File: src/rtl/hb_gate_pkg.sv
// Shared types and helpers for the half-bridge gate control block.
package hb_gate_pkg;

    // Pair of drive commands, high side and low side.
    typedef struct packed {
        logic hi;
        logic lo;
    } hb_pair_t;

    // Counter width able to hold 0 .. n-1, never below one bit.
    function automatic int unsigned cnt_width(input int unsigned n);
        return (n < 2) ? 1 : $clog2(n);
    endfunction

endpackage

File: src/rtl/hb_sync_filter.sv
// Two-flop synchronizer followed by an optional level glitch filter.
// With LEN == 0 only the synchronizer is built. With LEN > 0 the output
// takes a new level only after the synchronized input has differed from
// it for LEN consecutive clocks. Assumes din is asynchronous to clk.
module hb_sync_filter
    import hb_gate_pkg::*;
#(
    parameter int unsigned LEN     = 4,
    parameter logic        RST_VAL = 1'b0
) (
    input  logic clk,
    input  logic rst_n,
    input  logic din,
    output logic dout
);

    logic meta_q;
    logic sync_q;

    // Bring the asynchronous level into the clock domain.
    always_ff @(posedge clk) begin
        if (!rst_n) begin
            meta_q <= RST_VAL;
            sync_q <= RST_VAL;
        end else begin
            meta_q <= din;
            sync_q <= meta_q;
        end
    end

    generate
        if (LEN == 0) begin : g_sync_only
            assign dout = sync_q;
        end else begin : g_filter
            localparam int unsigned CW = cnt_width(LEN);
            localparam logic [CW-1:0] LAST = CW'(LEN - 1);

            logic [CW-1:0] run_q;
            logic          lvl_q;

            // Count clocks of disagreement; accept the new level at LEN.
            always_ff @(posedge clk) begin
                if (!rst_n) begin
                    run_q <= '0;
                    lvl_q <= RST_VAL;
                end else if (sync_q == lvl_q) begin
                    run_q <= '0;
                end else if (run_q == LAST) begin
                    run_q <= '0;
                    lvl_q <= sync_q;
                end else begin
                    run_q <= run_q + 1'b1;
                end
            end

            assign dout = lvl_q;

            // the accepted level only moves toward the synchronized input.
            a_r1_follows_sync: assert property (@(posedge clk) disable iff (!rst_n)
                (lvl_q != $past(lvl_q)) |-> (lvl_q == $past(sync_q)));
        end
    endgenerate

endmodule

File: src/rtl/hb_uv_lock.sv
// High-side undervoltage lockout qualifier. Raises lock after uv_bad has
// been high for LEN consecutive clocks and drops it as soon as uv_bad is
// low. Assumes uv_bad is already synchronized and LEN >= 1.
module hb_uv_lock
    import hb_gate_pkg::*;
#(
    parameter int unsigned LEN = 8
) (
    input  logic clk,
    input  logic rst_n,
    input  logic uv_bad,
    output logic lock
);

    localparam int unsigned CW = cnt_width(LEN);
    localparam logic [CW-1:0] LAST = CW'(LEN - 1);

    logic [CW-1:0] dwell_q;
    logic          lock_q;

    // Measure the undervoltage dwell and hold the lock while it persists.
    always_ff @(posedge clk) begin
        if (!rst_n) begin
            dwell_q <= '0;
            lock_q  <= 1'b0;
        end else if (!uv_bad) begin
            dwell_q <= '0;
            lock_q  <= 1'b0;
        end else if (!lock_q) begin
            if (dwell_q == LAST) begin
                lock_q <= 1'b1;
            end else begin
                dwell_q <= dwell_q + 1'b1;
            end
        end
    end

    assign lock = lock_q;

    // a lock only appears while the supply is reported bad.
    a_r10_lock_needs_bad: assert property (@(posedge clk) disable iff (!rst_n)
        $rose(lock_q) |-> $past(uv_bad));

endmodule

File: src/rtl/hb_fault_latch.sv
// Over-current fault latch. Sets on an over-current flag while the
// filtered low-side request is high, clears on a filtered clear request or
// on power-reset. Setting wins over clearing. Assumes synchronized inputs.
module hb_fault_latch (
    input  logic clk,
    input  logic rst_n,
    input  logic ocp,
    input  logic lin_f,
    input  logic clr_f,
    input  logic por_ok,
    output logic fault
);

    logic fault_q;
    logic trip;

    // Over-current counts only with the low side requested and power good.
    always_comb begin
        trip = ocp && lin_f && por_ok;
    end

    // Hold the fault until it is explicitly cleared.
    always_ff @(posedge clk) begin
        if (!rst_n) begin
            fault_q <= 1'b0;
        end else if (!por_ok) begin
            fault_q <= 1'b0;
        end else if (trip) begin
            fault_q <= 1'b1;
        end else if (clr_f) begin
            fault_q <= 1'b0;
        end
    end

    assign fault = fault_q;

    // a fault is only ever raised by over-current with low side requested.
    a_r6_trip_needs_lin: assert property (@(posedge clk) disable iff (!rst_n)
        $rose(fault_q) |-> $past(ocp && lin_f));

    // a fault only goes away through a clear request or power-reset.
    a_r7_clear_cause: assert property (@(posedge clk) disable iff (!rst_n)
        $fell(fault_q) |-> $past(clr_f || !por_ok));

endmodule

File: src/rtl/hb_interlock.sv
// Cross-conduction interlock and re-arm logic for the two drive channels.
// Both high holds the previous drive, a simultaneous rise favours the high
// side, and after a shutdown a channel must see its request low before it
// may drive again. Assumes filtered, synchronous requests.
module hb_interlock
    import hb_gate_pkg::*;
(
    input  logic clk,
    input  logic rst_n,
    input  logic hin_f,
    input  logic lin_f,
    input  logic kill_all,
    input  logic uv_lock,
    output logic hout,
    output logic lout
);

    logic     h_q, l_q;
    logic     arm_h_q, arm_l_q;
    logic     kill_hi;
    logic     h_eff, l_eff, both_rise;
    hb_pair_t drv_q, drv_d;

    // Work out the next drive pair from requests, arming and shutdowns.
    always_comb begin
        kill_hi   = kill_all || uv_lock;
        h_eff     = hin_f && arm_h_q;
        l_eff     = lin_f && arm_l_q;
        both_rise = hin_f && !h_q && lin_f && !l_q;
        if (h_eff && l_eff) begin
            drv_d = both_rise ? hb_pair_t'{hi: 1'b1, lo: 1'b0} : drv_q;
        end else begin
            drv_d = hb_pair_t'{hi: h_eff, lo: l_eff};
        end
        if (kill_hi) begin
            drv_d.hi = 1'b0;
        end
        if (kill_all) begin
            drv_d.lo = 1'b0;
        end
    end

    // Register the drive pair and the previous requests for edge detection.
    always_ff @(posedge clk) begin
        if (!rst_n) begin
            drv_q <= '0;
            h_q   <= 1'b0;
            l_q   <= 1'b0;
        end else begin
            drv_q <= drv_d;
            h_q   <= hin_f;
            l_q   <= lin_f;
        end
    end

    // Disarm on shutdown; re-arm once the request is seen low afterwards.
    always_ff @(posedge clk) begin
        if (!rst_n) begin
            arm_h_q <= 1'b0;
            arm_l_q <= 1'b0;
        end else begin
            arm_h_q <= kill_hi  ? 1'b0 : (arm_h_q || !hin_f);
            arm_l_q <= kill_all ? 1'b0 : (arm_l_q || !lin_f);
        end
    end

    assign hout = drv_q.hi;
    assign lout = drv_q.lo;

    // never drive both switches of the bridge at once.
    a_r11_no_overlap: assert property (@(posedge clk) disable iff (!rst_n)
        !(drv_q.hi && drv_q.lo));

    // the high side only turns on from an armed state.
    a_r8_hi_needs_arm: assert property (@(posedge clk) disable iff (!rst_n)
        $rose(drv_q.hi) |-> $past(arm_h_q));

    // the low side only turns on from an armed state.
    a_r8_lo_needs_arm: assert property (@(posedge clk) disable iff (!rst_n)
        $rose(drv_q.lo) |-> $past(arm_l_q));

endmodule

File: src/rtl/hb_gate_ctrl.sv
// Top of the half-bridge gate control logic. Synchronizes every control
// input, filters the requests and the sensed fault line, and combines the
// fault latch, the shared line, power-reset and high-side lockout into the
// shutdown terms for the interlock. The fault line is open drain: the block
// only enables a pull-down and reads the line back through its filter.
module hb_gate_ctrl
    import hb_gate_pkg::*;
#(
    parameter int unsigned FILT_LEN    = 50,
    parameter int unsigned UV_FILT_LEN = 100
) (
    input  logic clk,
    input  logic rst_n,
    input  logic hin_i,
    input  logic lin_i,
    input  logic frst_i,
    input  logic ocp_i,
    input  logic flt_sense_i,
    input  logic por_ok_i,
    input  logic hs_supply_ok_i,
    output logic hout_o,
    output logic lout_o,
    output logic flt_pull_o
);

    // Filtered inputs: 0 high request, 1 low request, 2 clear, 3 line sense.
    localparam int unsigned   NFILT     = 4;
    localparam logic [NFILT-1:0] FILT_IDLE = 4'b1000;
    // Sync-only inputs: 0 over-current, 1 power good, 2 supply bad.
    localparam int unsigned   NSYNC     = 3;
    localparam logic [NSYNC-1:0] SYNC_IDLE = 3'b010;

    logic [NFILT-1:0] filt_raw, filt_out;
    logic [NSYNC-1:0] sync_raw, sync_out;
    logic             hs_bad;
    logic             uv_lock;
    logic             fault;
    logic             kill_all;

    assign hs_bad   = !hs_supply_ok_i;
    assign filt_raw = {flt_sense_i, frst_i, lin_i, hin_i};
    assign sync_raw = {hs_bad, por_ok_i, ocp_i};

    generate
        for (genvar g = 0; g < NFILT; g++) begin : g_filt
            hb_sync_filter #(
                .LEN     (FILT_LEN),
                .RST_VAL (FILT_IDLE[g])
            ) u_filt (
                .clk  (clk),
                .rst_n(rst_n),
                .din  (filt_raw[g]),
                .dout (filt_out[g])
            );
        end
        for (genvar s = 0; s < NSYNC; s++) begin : g_sync
            hb_sync_filter #(
                .LEN     (0),
                .RST_VAL (SYNC_IDLE[s])
            ) u_sync (
                .clk  (clk),
                .rst_n(rst_n),
                .din  (sync_raw[s]),
                .dout (sync_out[s])
            );
        end
    endgenerate

    hb_uv_lock #(
        .LEN(UV_FILT_LEN)
    ) u_uv (
        .clk   (clk),
        .rst_n (rst_n),
        .uv_bad(sync_out[2]),
        .lock  (uv_lock)
    );

    hb_fault_latch u_fault (
        .clk   (clk),
        .rst_n (rst_n),
        .ocp   (sync_out[0]),
        .lin_f (filt_out[1]),
        .clr_f (filt_out[2]),
        .por_ok(sync_out[1]),
        .fault (fault)
    );

    // Any of these conditions removes drive from both channels.
    always_comb begin
        kill_all = !sync_out[1] || fault || !filt_out[3];
    end

    hb_interlock u_ilk (
        .clk     (clk),
        .rst_n   (rst_n),
        .hin_f   (filt_out[0]),
        .lin_f   (filt_out[1]),
        .kill_all(kill_all),
        .uv_lock (uv_lock),
        .hout    (hout_o),
        .lout    (lout_o)
    );

    assign flt_pull_o = fault;

    // once the line is being pulled, both outputs are off next cycle.
    a_r5_pull_kills: assert property (@(posedge clk) disable iff (!rst_n)
        flt_pull_o |=> (!hout_o && !lout_o));

    // a low sensed fault line removes both drives.
    a_r8_line_kills: assert property (@(posedge clk) disable iff (!rst_n)
        !filt_out[3] |=> (!hout_o && !lout_o));

    // power-reset removes both drives.
    a_r9_por_kills: assert property (@(posedge clk) disable iff (!rst_n)
        !sync_out[1] |=> (!hout_o && !lout_o));

    // high-side lockout removes the high drive.
    a_r10_uv_kills: assert property (@(posedge clk) disable iff (!rst_n)
        uv_lock |=> !hout_o);

endmodule

File: config.mk
export PLATFORM = sky130hd
export DESIGN_NAME = hb_gate_ctrl
export DESIGN_NICKNAME = d
export VERILOG_FILES = /design/src/rtl/hb_gate_pkg.sv /design/src/rtl/hb_sync_filter.sv /design/src/rtl/hb_uv_lock.sv /design/src/rtl/hb_fault_latch.sv /design/src/rtl/hb_interlock.sv /design/src/rtl/hb_gate_ctrl.sv
export SDC_FILE = /design/constraint.sdc
export NUM_CORES = 1
export LEC_CHECK = 0
export BUFFER_PORTS_ARGS = -buffer_cell sky130_fd_sc_hd__buf_4
export CORE_MARGIN = 8
export CORE_UTILIZATION = 60
export CTS_BUF_LIST = sky130_fd_sc_hd__clkbuf_8
export CTS_CLUSTER_SIZE = 8
export DETAILED_ROUTE_END_ITERATION = 12
export PLACE_DENSITY = 0.85
export SYNTH_ARGS = -nofsm -noshare
export SYNTH_HDL_FRONTEND = slang
export SYNTH_SLANG_ARGS = --single-unit
File: constraint.sdc
create_clock -name clk -period 3.25 [get_ports clk]
set_input_delay 0.65 -clock clk [delete_from_list [all_inputs] [get_ports clk]]
set_output_delay 0.65 -clock clk [all_outputs]
set_load 0.02 [all_outputs]
* After elaboration in Yosys (flattened, before gate mapping)
Index checks and enable logic that the tools add are counted. W data, S select, Z words.
Storage, ports and cells: register bits 57, output and inout bits 3, logic and storage cells 93
Cells by class: $add $sub $neg 5, eq/ne operators 10, muxes and demuxes 6, bitwise gates (word level) 7, reduce and logical (&&, ||, !) cells 34
Operators by type and width (count):
- $add A6 B1 Y6 const B | 4
- $eq A6 B6 Y1 const B | 4
- $reduce_and A2 Y1 | 7
- $reduce_or A3 Y1 | 4
- $logic_and A1 B1 Y1 | 8
- $add A7 B1 Y7 const B | 1
- $eq A7 B7 Y1 const B | 1
- $logic_not A1 Y1 | 7
- $not A1 Y1 | 7
- $logic_or A1 B1 Y1 | 5
- $eq A1 B1 Y1 | 4
- $mux W1 | 4
- $mux W2 | 2
- $reduce_or A2 Y1 | 2
- $ne A2 B1 Y1 const B | 1
- $reduce_bool A2 Y1 | 1

* Depth between registers and ports, before layout
depth in word-level cells 6, gate-level depth with buffers 5, mapped depth without buffers 5

* Hierarchy
From an unflattened synthesis, not the netlist that was laid out.
Unflattened totals: cells, all modules 223, area total of the unflattened synthesis 2230.9 um2
By module, submodules not included:
- hb_sync_filter (g_filt[0].u_filt ...) | instances 3, cells an instance 37, area an instance 355.3 um2
- hb_sync_filter (g_filt[3].u_filt) | instances 1, cells an instance 36, area an instance 374.1 um2
- hb_uv_lock | instances 1, cells an instance 38, area an instance 365.4 um2
- hb_interlock | instances 1, cells an instance 19, area an instance 214.0 um2
- hb_sync_filter (g_sync[0].u_sync ...) | instances 3, cells an instance 4, area an instance 52.6 um2
- hb_fault_latch | instances 1, cells an instance 5, area an instance 42.5 um2
- hb_gate_ctrl | instances 1, cells an instance 2, area an instance 11.3 um2

* Worst setup path before layout
OpenSTA, ideal clock, no wires.
path kind input port to flip-flop, start in rst_n, end reg u_uv.dwell_q[0], setup time 0.072 ns, arrival 1.315 ns, path slack 1.864 ns, cell stages on the path 4, cells stage by stage buf_2 > nand2_1 > or2_2 > mux2i_1
Between the ends: longest elaborated chain between the ends 1
RTL lines:
- from (decl) | line hb_gate_ctrl.sv:13 | input logic rst_n,
- $reduce_and A2 Y1 (no line)
- to (signal assigned) | line hb_uv_lock.sv:33 | dwell_q <= dwell_q + 1'b1;
- to (decl) | line hb_uv_lock.sv:18 | logic [CW-1:0] dwell_q;
Every way passes these cells. A chain may end at the register's enable or synchronous reset.

* Worst setup path after layout
start reg u_fault.fault_q, in the netlist u_fault.fault, end out flt_pull_o
RTL lines:
- from (decl) | line hb_fault_latch.sv:14 | logic fault_q;
- from (signal assigned) | line hb_fault_latch.sv:25 | fault_q <= 1'b0;
- from (signal assigned) | line hb_fault_latch.sv:27 | fault_q <= 1'b0;
- from (signal assigned) | line hb_fault_latch.sv:29 | fault_q <= 1'b1;
- to (decl) | line hb_gate_ctrl.sv:23 | output logic flt_pull_o
No word-level cell between the ends.

==> out/metrics.cfg <==
[route]
drc = 0
wl_per_cell_um = 11.8
drtPass1Iterations = 4
drt_iter0_drc = 53
viasPerCell = 5.18
dr_total_vias = 1462
ant_nets = 0
routed_wl_um = 3340

[final_layout]
layout_commonest_cell = dfxtp_1
drive_above_1_share_pct = 10.6
nets = 252
multi_input_comb_area_um2 = 940
nFillCells = 267
seqCellArea_um2 = 1140
mostFrequentLayoutCells = dfxtp_1, nor2_1, xor2_1
final_util_pct = 71.9
num_antenna_cells = 0
area_growth_pct = 14.0

[sta]
tightestPinTransition_ps = 495
finalCritPeriodShare_pct = 46.0
min_period_ps = 1500
slew_violations = 0
setup_viol = 0
final_hold_viol_count = 0
fin_skew_ps = 5.14
slew_headroom_pct = 66.9
fin_tns_setup_ps = 0
rsz0062_at_grt = no
clock.fmax_ghz = 0.668
holdWs_ps = 414

[power]
peakVddDrop_uv = 391
p_per_area_nw_per_um2 = 540
total_power_uw = 1310
p_leak_uw = 0.000911

[placement]
hpwl_um = 2300
io_buffers = 11
gp_congestion = 0.798

[cts]
cts.sink_count = 57
ctsHoldBuffers = 0
post-cts-setup-buffer-count = 0
clk_latency_ps = 320
numCtsBuffers = 9
clkTransAtPathRegs_ps = 50
cts.repair.resized = 0
cts_htree_levels = 3
cts-root-buf = clkbuf_8
clock_path_buffers = 2
cts_tree = built

[critical_path]
cp_max_fo = 3
cp.arrival_ps = 850
cp-endpoint = flt_pull_o
worst_r2r_startpoint = g_filt[1].u_filt.g_filter.run_q[0]
path_cells = buf_4
critical_path_required_ps = 2600
cp-end-kind = output pin
cp.depth = 1
ff2ff_setup_slack_ps = 1840
path_buf_inv = 1
worstSetupPathType = reg -> out
reg2reg_to = g_filt[1].u_filt.g_filter.run_q[4]
crit_path_start_kind = flop
ff2ff_path_depth = 4
cp-startpoint = u_fault.fault
slowest_delay_ps = 370
slowest_stage = dfxtp_1
path_delay_family = flip-flops

[die]
num_rows = 21
chipWidth_um = 75.5
die_y_um = 75.5
core_um2 = 3360
dieArea_um2 = 5700
io_pins = 12
initial_core_util_pct = 63.1

[global_routing]
use_met3_pct = 8.29
globalRouteMet2Util_pct = 22.8
grt_pass1_wl_um = 5750
first_global_vias = 1422
grt_overflow_total = 0
busiest_layer = met2
met1_usage_pct = 13.3
antenna_found_initial = 0
grt_usage_pct = 13.8
grt_max_degree = 28

[run_status]
status = finished clean

[synth]
avgSynthCellArea_um2 = 9.88
ys_warn_count = 0
ys_seq_elements = 57
ys_seq_area_share_pct = 53.7
syn_inst = 215
synth_top_area_cell = dfxtp_1
synth_area_um2 = 2120
synth_nets = 233
synth.area.top_cells = dfxtp_1, xor2_1, ha_1
ys_types = 28
synth_top_area_share_pct = 53.7

[min_path]
hp-class = reg -> reg
hp-start = g_sync[1].u_sync.meta_q

[flow_run]
max-cap-violations = 0

[state kept, by name, indices dropped and copies added, names as in the netlist]
| signal | count |
|---|---|
| u_ilk.l_q | 1 |
| u_uv.dwell_q | 7 |
| g_sync.u_sync.dout | 3 |
| g_filt.u_filt.dout | 4 |
| u_ilk.h_q | 1 |
| u_ilk.arm_l_q | 1 |
| g_sync.u_sync.meta_q | 3 |
| u_ilk.arm_h_q | 1 |
| g_filt.u_filt.sync_q | 4 |
| g_filt.u_filt.g_filter.run_q | 24 |
| u_ilk.lout | 1 |
| u_fault.fault | 1 |
| g_filt.u_filt.meta_q | 4 |
| u_uv.lock | 1 |
| u_ilk.hout | 1 |
[where the power goes]
part	total, µW	internal (µW)	switching (µW)
Clock	562	323	239
Sequential	717	711	5.66
Combinational	27.6	14.0	13.5
[cell usage after synthesis]
library cell / count
dfxtp_1: 57
nor2_1: 25
xor2_1: 14
a21oi_1: 12
nand3_1: 12
o21ai_0: 12
and2_1: 11
nand2_1: 11
ha_1: 9
inv_1: 8
nand4b_1: 7
or3_1: 6
nand2b_1: 5
o211ai_1: 4
xnor2_1: 4
or3b_1: 3
clkbuf_1: 2
mux2i_1: 2
nor3_1: 2
a2111o_1: 1
a311oi_1: 1
a31oi_1: 1
buf_2: 1
nor2b_1: 1
nor4_1: 1
nor4b_2: 1
o311ai_0: 1
or2_2: 1
[cells by family after synthesis]
family / Yosys count / share of synthesized area, %
simple gates: 86 / 21.9
flops: 57 / 53.7
compound gates: 32 / 8.72
xor+xnor: 18 / 7.42
buf+inv: 11 / 2.00
fa+ha+maj: 9 / 5.30
mux: 2 / 0.943
[through the flow]
| step | worst slack, ps | area, µm² | instances |
|---|---|---|---|
| after global routing | 1660 | 2420 | 282 |
| after floorplan | 1860 | 2120 | 215 |
| after CTS | 1730 | 2420 | 282 |
| after global placement | 1680 | 2250 | 269 |
| final | 1750 | 2420 | 282 |
| after detailed placement | 1650 | 2250 | 269 |
[worst min path at each step]
stage,to,slack (ps),cells after the start
after floorplan,g_filt[3].u_filt.sync_q,390,1
after global placement,g_filt[3].u_filt.sync_q,390,1
after detailed placement,g_sync[1].u_sync.dout,400,1
after CTS,g_sync[1].u_sync.dout,420,1
after global routing,g_sync[1].u_sync.dout,440,1
final,g_sync[1].u_sync.dout,410,1
[layout make-up]
class,count,area share [%]
well taps,46,2.38
multi-input cells,147,38.8
clock buffers,12,6.83
repair buffers,11,3.41
inverters,8,1.24
clock inverters,1,0.155
flip-flops and latches,57,47.2
[layer usage]
metal | vias up | part of all wire (%)
met5 | - | 0
met1 | 662 | 45
met4 | 0 | 2.2
li1 | 772 | -
met3 | 8 | 4.9
met2 | 20 | 48
Note: power is estimated with default switching activity, not from simulation.
